===== src/rtl/aud_baud_pkg.sv =====
`timescale 1ns/1ps
package aud_baud_pkg;
  localparam int unsigned PRE_CODE_W = 2;
  localparam int unsigned FINE_W     = 8;
  localparam int unsigned RATIO_W    = PRE_CODE_W + FINE_W;
  localparam int unsigned PRE_CNT_W  = 2 * ((2 ** PRE_CODE_W) - 1) + 1;
  localparam int unsigned SRC_CODE_W = 3;
  localparam int unsigned NUM_SRC    = 4;
  localparam int unsigned SRC_IDX_W  = $clog2(NUM_SRC);

  typedef struct packed {
    logic [PRE_CODE_W-1:0] pre_code;
    logic [FINE_W-1:0]     fine;
  } ratio_t;

  localparam ratio_t RATIO_RST = '{pre_code: '0, fine: FINE_W'(2)};

  typedef struct packed {
    logic                 ok;
    logic [SRC_IDX_W-1:0] idx;
  } src_map_t;

  function automatic src_map_t map_src(input logic [SRC_CODE_W-1:0] code);
    src_map_t m;
    m.ok  = 1'b1;
    m.idx = '0;
    case (code)
      3'd0:    m.idx = SRC_IDX_W'(0);
      3'd1:    m.idx = SRC_IDX_W'(1);
      3'd4:    m.idx = SRC_IDX_W'(2);
      3'd2:    m.idx = SRC_IDX_W'(3);
      default: m.ok  = 1'b0;
    endcase
    return m;
  endfunction
endpackage


===== src/rtl/aud_baud_regs.sv =====
`timescale 1ns/1ps
module aud_baud_regs
  import aud_baud_pkg::*;
#(
  parameter int unsigned DATA_W     = 32,
  parameter int unsigned ADDR_W     = 2,
  parameter int unsigned NUM_GEN    = 2,
  parameter int unsigned SEL_HI_LSB = 20,
  parameter int unsigned SEL_STRIDE = 4
) (
  input  logic                                 clk,
  input  logic                                 rst_n,
  input  logic                                 wr_en,
  input  logic [ADDR_W-1:0]                    wr_addr,
  input  logic [DATA_W-1:0]                    wr_data,
  output logic [NUM_GEN-1:0][SRC_CODE_W-1:0]   sel_code,
  output ratio_t [NUM_GEN-1:0]                 ratio_pend
);
  localparam logic [ADDR_W-1:0] CTRL_ADDR = '0;

  logic unused_bits;
  assign unused_bits = ^wr_data;

  logic ctrl_wr;
  assign ctrl_wr = wr_en && (wr_addr == CTRL_ADDR);

  for (genvar g = 0; g < NUM_GEN; g++) begin : g_gen
    localparam int unsigned SEL_LSB = SEL_HI_LSB - g * SEL_STRIDE;
    localparam logic [ADDR_W-1:0] RATIO_ADDR = ADDR_W'(g + 1);

    logic   [SRC_CODE_W-1:0] sel_q;
    ratio_t                  ratio_q;
    ratio_t                  ratio_d;
    logic                    ratio_wr;

    assign ratio_wr = wr_en && (wr_addr == RATIO_ADDR);

    always_comb begin
      ratio_d = ratio_q;
      if (ratio_wr) ratio_d = ratio_t'(wr_data[RATIO_W-1:0]);
    end

    always_ff @(posedge clk or negedge rst_n) begin
      if (!rst_n) begin
        sel_q   <= '0;
        ratio_q <= RATIO_RST;
      end else begin
        if (ctrl_wr) sel_q <= wr_data[SEL_LSB +: SRC_CODE_W];
        ratio_q <= ratio_d;
      end
    end

    assign sel_code[g]   = sel_q;
    assign ratio_pend[g] = ratio_d;
  end
endmodule


===== src/rtl/aud_baud_src_sel.sv =====
`timescale 1ns/1ps
module aud_baud_src_sel
  import aud_baud_pkg::*;
(
  input  logic [NUM_SRC-1:0]    src_tick,
  input  logic [SRC_CODE_W-1:0] sel_code,
  output logic                  tick_en
);
  src_map_t m;
  always_comb begin
    m       = map_src(sel_code);
    tick_en = m.ok && src_tick[m.idx];
  end
endmodule


===== src/rtl/aud_baud_div.sv =====
`timescale 1ns/1ps
module aud_baud_div
  import aud_baud_pkg::*;
(
  input  logic   clk,
  input  logic   rst_n,
  input  logic   tick_en,
  input  ratio_t ratio_pend,
  output logic   pulse
);
  ratio_t               act_q;
  logic [PRE_CNT_W-1:0] pre_q;
  logic [PRE_CNT_W-1:0] pre_last;
  logic [PRE_CNT_W:0]   pre_div;
  logic [FINE_W-1:0]    fine_q;
  logic                 pre_wrap;
  logic                 term;

  always_comb begin
    pre_div  = (PRE_CNT_W + 1)'(2) << {act_q.pre_code, 1'b0};
    pre_last = PRE_CNT_W'(pre_div - 1'b1);
    pre_wrap = tick_en && (pre_q == pre_last);
    term     = pre_wrap && (fine_q == act_q.fine);
  end

  always_ff @(posedge clk or negedge rst_n) begin
    if (!rst_n) begin
      act_q  <= RATIO_RST;
      pre_q  <= '0;
      fine_q <= '0;
      pulse  <= 1'b0;
    end else begin
      pulse <= term;
      if (tick_en) begin
        if (pre_wrap) begin
          pre_q <= '0;
          if (term) begin
            fine_q <= '0;
            act_q  <= ratio_pend;
          end else begin
            fine_q <= fine_q + 1'b1;
          end
        end else begin
          pre_q <= pre_q + 1'b1;
        end
      end
    end
  end
endmodule


===== src/rtl/aud_baud_gen.sv =====
`timescale 1ns/1ps
module aud_baud_gen
  import aud_baud_pkg::*;
#(
  parameter int unsigned DATA_W     = 32,
  parameter int unsigned ADDR_W     = 2,
  parameter int unsigned NUM_GEN    = 2,
  parameter int unsigned SEL_HI_LSB = 20,
  parameter int unsigned SEL_STRIDE = 4
) (
  input  logic               clk,
  input  logic               rst_n,
  input  logic               wr_en,
  input  logic [ADDR_W-1:0]  wr_addr,
  input  logic [DATA_W-1:0]  wr_data,
  input  logic [NUM_SRC-1:0] src_tick,
  output logic [NUM_GEN-1:0] tick_out
);
  logic   [NUM_GEN-1:0][SRC_CODE_W-1:0] sel_code;
  ratio_t [NUM_GEN-1:0]                 ratio_pend;

  aud_baud_regs #(
    .DATA_W(DATA_W), .ADDR_W(ADDR_W), .NUM_GEN(NUM_GEN),
    .SEL_HI_LSB(SEL_HI_LSB), .SEL_STRIDE(SEL_STRIDE)
  ) u_regs (
    .clk(clk), .rst_n(rst_n), .wr_en(wr_en), .wr_addr(wr_addr),
    .wr_data(wr_data), .sel_code(sel_code), .ratio_pend(ratio_pend)
  );

  for (genvar g = 0; g < NUM_GEN; g++) begin : g_chan
    logic tick_en;

    aud_baud_src_sel u_sel (
      .src_tick(src_tick), .sel_code(sel_code[g]), .tick_en(tick_en)
    );

    aud_baud_div u_div (
      .clk(clk), .rst_n(rst_n), .tick_en(tick_en),
      .ratio_pend(ratio_pend[g]), .pulse(tick_out[g])
    );
  end
endmodule


===== config.mk =====
export PLATFORM = sky130hd
export DESIGN_NAME = aud_baud_gen
export DESIGN_NICKNAME = d
export VERILOG_FILES = /design/src/rtl/aud_baud_pkg.sv /design/src/rtl/aud_baud_regs.sv /design/src/rtl/aud_baud_src_sel.sv /design/src/rtl/aud_baud_div.sv /design/src/rtl/aud_baud_gen.sv
export SDC_FILE = /design/constraint.sdc
export NUM_CORES = 1
export LEC_CHECK = 0
export BUFFER_PORTS_ARGS = -buffer_cell sky130_fd_sc_hd__buf_4
export CAP_MARGIN = 20
export CORE_MARGIN = 2
export CORE_UTILIZATION = 30
export CTS_CLUSTER_DIAMETER = 50
export DETAILED_ROUTE_END_ITERATION = 7
export PLACE_DENSITY = 0.44
export SETUP_SLACK_MARGIN = 0.2
export SLEW_MARGIN = 20
export SYNTH_ARGS = -nofsm -noshare
export SYNTH_HDL_FRONTEND = slang
export SYNTH_SLANG_ARGS = --single-unit

===== constraint.sdc =====
create_clock -name clk -period 6.17 [get_ports clk]
set_input_delay 0 -clock clk [delete_from_list [all_inputs] [get_ports clk]]
set_output_delay 0 -clock clk [all_outputs]
set_load 0.05 [all_outputs]

==> results.sh <==
export IMPL_routed_via_density=4.77
export IMPL_worst_pin_slew_ns=0.937
export IMPL_portBuffers=26
export IMPL_fin_tns_setup_ns=0
export IMPL_worst_path_max_delay_cell="o32ai_1"
export IMPL_postRouteAntennaNets=0
export IMPL_slew_headroom=0.374
export IMPL_start_util=0.304
export IMPL_critical_path_startpoint_type="flop"
export IMPL_synth_edff_count=0
export IMPL_setup_viol=0
export IMPL_final_cell_mix="74 x dfrtp_1, 37 x mux2_2, 27 x buf_4"
export IMPL_final_cell_area_um2=4590
export IMPL_yosysSeqAreaShare=0.516
export IMPL_crit_arrival_ns=2.78
export IMPL_clk_pin_slew_ns=0.06
export IMPL_hold_viol_final=0
export IMPL_rsz0062_at_grt="false"
export IMPL_leakagePower_nw=2.09
export IMPL_drv_slew=0
export IMPL_cts_resized=0
export IMPL_drv_cap=0
export IMPL_synthCells=324
export IMPL_synth_area_leader_cell="dfrtp_1"
export IMPL_syn_avg_cell_area_um2=11.7
export IMPL_path_delay_family="simple AND/OR/NAND/NOR gates"
export IMPL_first_iter_violations=157
export IMPL_route_vias_total=2597
export IMPL_crit_buf_inv=0
export IMPL_crit_path_cell_trace="o32ai_1 > nand3_1 > or3_4 > mux2_4"
export IMPL_ys_async_sr_fraction=1.00
export IMPL_cts_tree="yes"
export IMPL_status="completed"
export IMPL_whs_ns=0.168
export IMPL_clockBufferDepth=2
export IMPL_nNetsFinal=414
export IMPL_min_period_ns=2.57
export IMPL_cts_root_buffer="clkbuf_16"
export IMPL_ioPinCount=43
export IMPL_dpl_cell_area_um2=4160
export IMPL_critPathKind="flop to flop"
export IMPL_drc=0
export IMPL_grt_pass1_wl_um=13100
export IMPL_path_max_fanout=12
export IMPL_yosysWarnings=0
export IMPL_synth_fp_nets=369
export IMPL_cts_sinks=78
export IMPL_dieArea_um2=13600
export IMPL_rows=41
export IMPL_antennaDiodeCount=0
export IMPL_drive_above_1_share=0.269
export IMPL_layout_commonest_cell="dfrtp_1"
export IMPL_antenna_found_initial=0
export IMPL_hpwlAfterDp_um=5130
export IMPL_area_delta_synth_final_pct=21.0
export IMPL_first_pass_iters=4
export IMPL_cp_required_ns=6.38
export IMPL_ys_seq_elements=78
export IMPL_die_h_um=116
export IMPL_slowest_delay_ns=0.62
export IMPL_max_freq_mhz=389
export IMPL_die_width_um=116
export IMPL_synthesis_area_um2=3790
export IMPL_fill_cells=1259
export IMPL_skew_ns=0.00440
export IMPL_core_area_um2=12500
export IMPL_powerDensity_nw_per_um2=370
export IMPL_clock_latency_ns=0.33
export IMPL_grt_max_degree=79
export IMPL_min_period_over_period=0.416
export IMPL_hp_class="primary input to flop"
export IMPL_cts_max_level=3
export IMPL_synth_main_ff_cell="dfrtp_1"
export IMPL_drt_wl_total_um=7590
export IMPL_grt_total_usage=0.125
export IMPL_numCtsBuffers=9
export IMPL_cp_end_kind="flop"
export IMPL_synth_distinct_cells=45
export IMPL_synthDominantCellAreaShare=0.488
export IMPL_grt_ovfl_total=0
export IMPL_final_core_util=0.368
export IMPL_ir_drop_v=0.000115
export IMPL_grt_pass1_vias=2626
export IMPL_synth_area_top_cells="dfrtp_1 49%, mux2_2 11%, xor2_1 4.4%"
export IMPL_wl_per_cell_um=13.9
export IMPL_globalplace_congestion=0.770
-- timing repair --
item | 4_1_cts | 5_1_grt
hold buffers | 17 | 0
endpoints found under the hold margin | 100 | 0
setup buffers | 0 | 0
-- report_power, final --
group	switching, mW	total (mW)	leakage [nW]	internal [mW]
clock	0.191	0.469	0.128	0.278
combinational	0.260	0.482	0.972	0.222
sequential	0.111	0.747	0.991	0.636
total	0.562	1.70	2.09	1.14
-- flip-flops by register name, summed over array words and instances, names as in the netlist --
name                  flops
g_chan.u_div.pre_q       14
u_regs.g_gen.ratio_q     20
g_chan.u_div.act_q       20
u_regs.g_gen.sel_q        6
g_chan.u_div.fine_q      16
g_chan.u_div.pulse        2
-- kinds of logic (layout without fill, tap and decap cells) --
kind of cell    Yosys count  in the layout  share of synthesized area
compound gates           53             53                      0.109
simple gates             96             96                      0.131
fa+ha+maj                 4              4                     0.0132
buf+inv                  21             69                     0.0251
xor+xnor                 23             23                     0.0531
flops                    78             78                      0.516
mux                      49             49                      0.153
-- routing by layer --
layer	wire length, um	up-vias	GRT usage
li1	-	1278	-
met1	3680	1287	0.164
met2	3640	20	0.198
met3	133	12	0.0249
met4	132	0	0.0571
met5	0	-	0
-- metrics by stage --
step / setup slack (ns) / instances / total power, mW
5_1_grt: 3.36 / 544 / 1.83
3_3_place_gp: 3.65 / 513 / 1.22
6_report: 3.60 / 544 / 1.70
2_1_floorplan: 4.04 / 324 / 1.10
3_5_place_dp: 3.59 / 513 / 1.23
4_1_cts: 3.58 / 544 / 1.72
-- Yosys cell counts (7+ instances only) --
library cell,number
mux2_4,9
nand3_1,19
nand2_1,23
mux2_2,37
a21oi_1,9
a32o_1,9
clkbuf_1,7
xor2_1,19
o31ai_1,9
a211o_1,9
dfrtp_1,74
nor2_1,17
inv_1,10
-- path summary, 6_finish.rpt --
path	slack, ns	depth (start not counted)	startpoint	endpoint
worst min-delay path	0.17	3	wr_addr[1]	u_regs.g_gen[1].sel_q[0]$_DFFE_PN0P_
max in group asynchronous	5.40	2	rst_n	g_chan[1].u_div.fine_q[1]$_DFFE_PN0P_
min in group asynchronous	0.28	2	rst_n	g_chan[0].u_div.pre_q[2]$_DFFE_PN0P_
worst min register to register	0.49	1	u_regs.g_gen[1].ratio_q[7]$_DFF_PN0_	u_regs.g_gen[1].ratio_q[7]$_DFF_PN0_
worst max-delay path	3.60	4	u_regs.g_gen[0].sel_q[1]$_DFFE_PN0P_	g_chan[0].u_div.act_q[9]$_DFFE_PN0P_
worst max register to register	3.60	4	u_regs.g_gen[0].sel_q[1]$_DFFE_PN0P_	g_chan[0].u_div.act_q[9]$_DFFE_PN0P_
-- area by class of cell --
cell class,instances,area [um2],share of cell area
clock buffer,12,246,0.0537
tap,172,215,0.0469
inverter,10,37.5,0.00817
sequential,78,1960,0.426
timing repair buffer,45,384,0.0836
multi-input combinational,225,1740,0.379
clock inverter,2,10.0,0.00218
-- tightest hold or removal path: cells and delay by family --
kind	cells	cell delay [ns]
buffers and inverters	1	0.09
muxes	1	0.25
and+or+nand+nor	1	0.12
No activity file was read; power rests on OpenSTA's default activity.
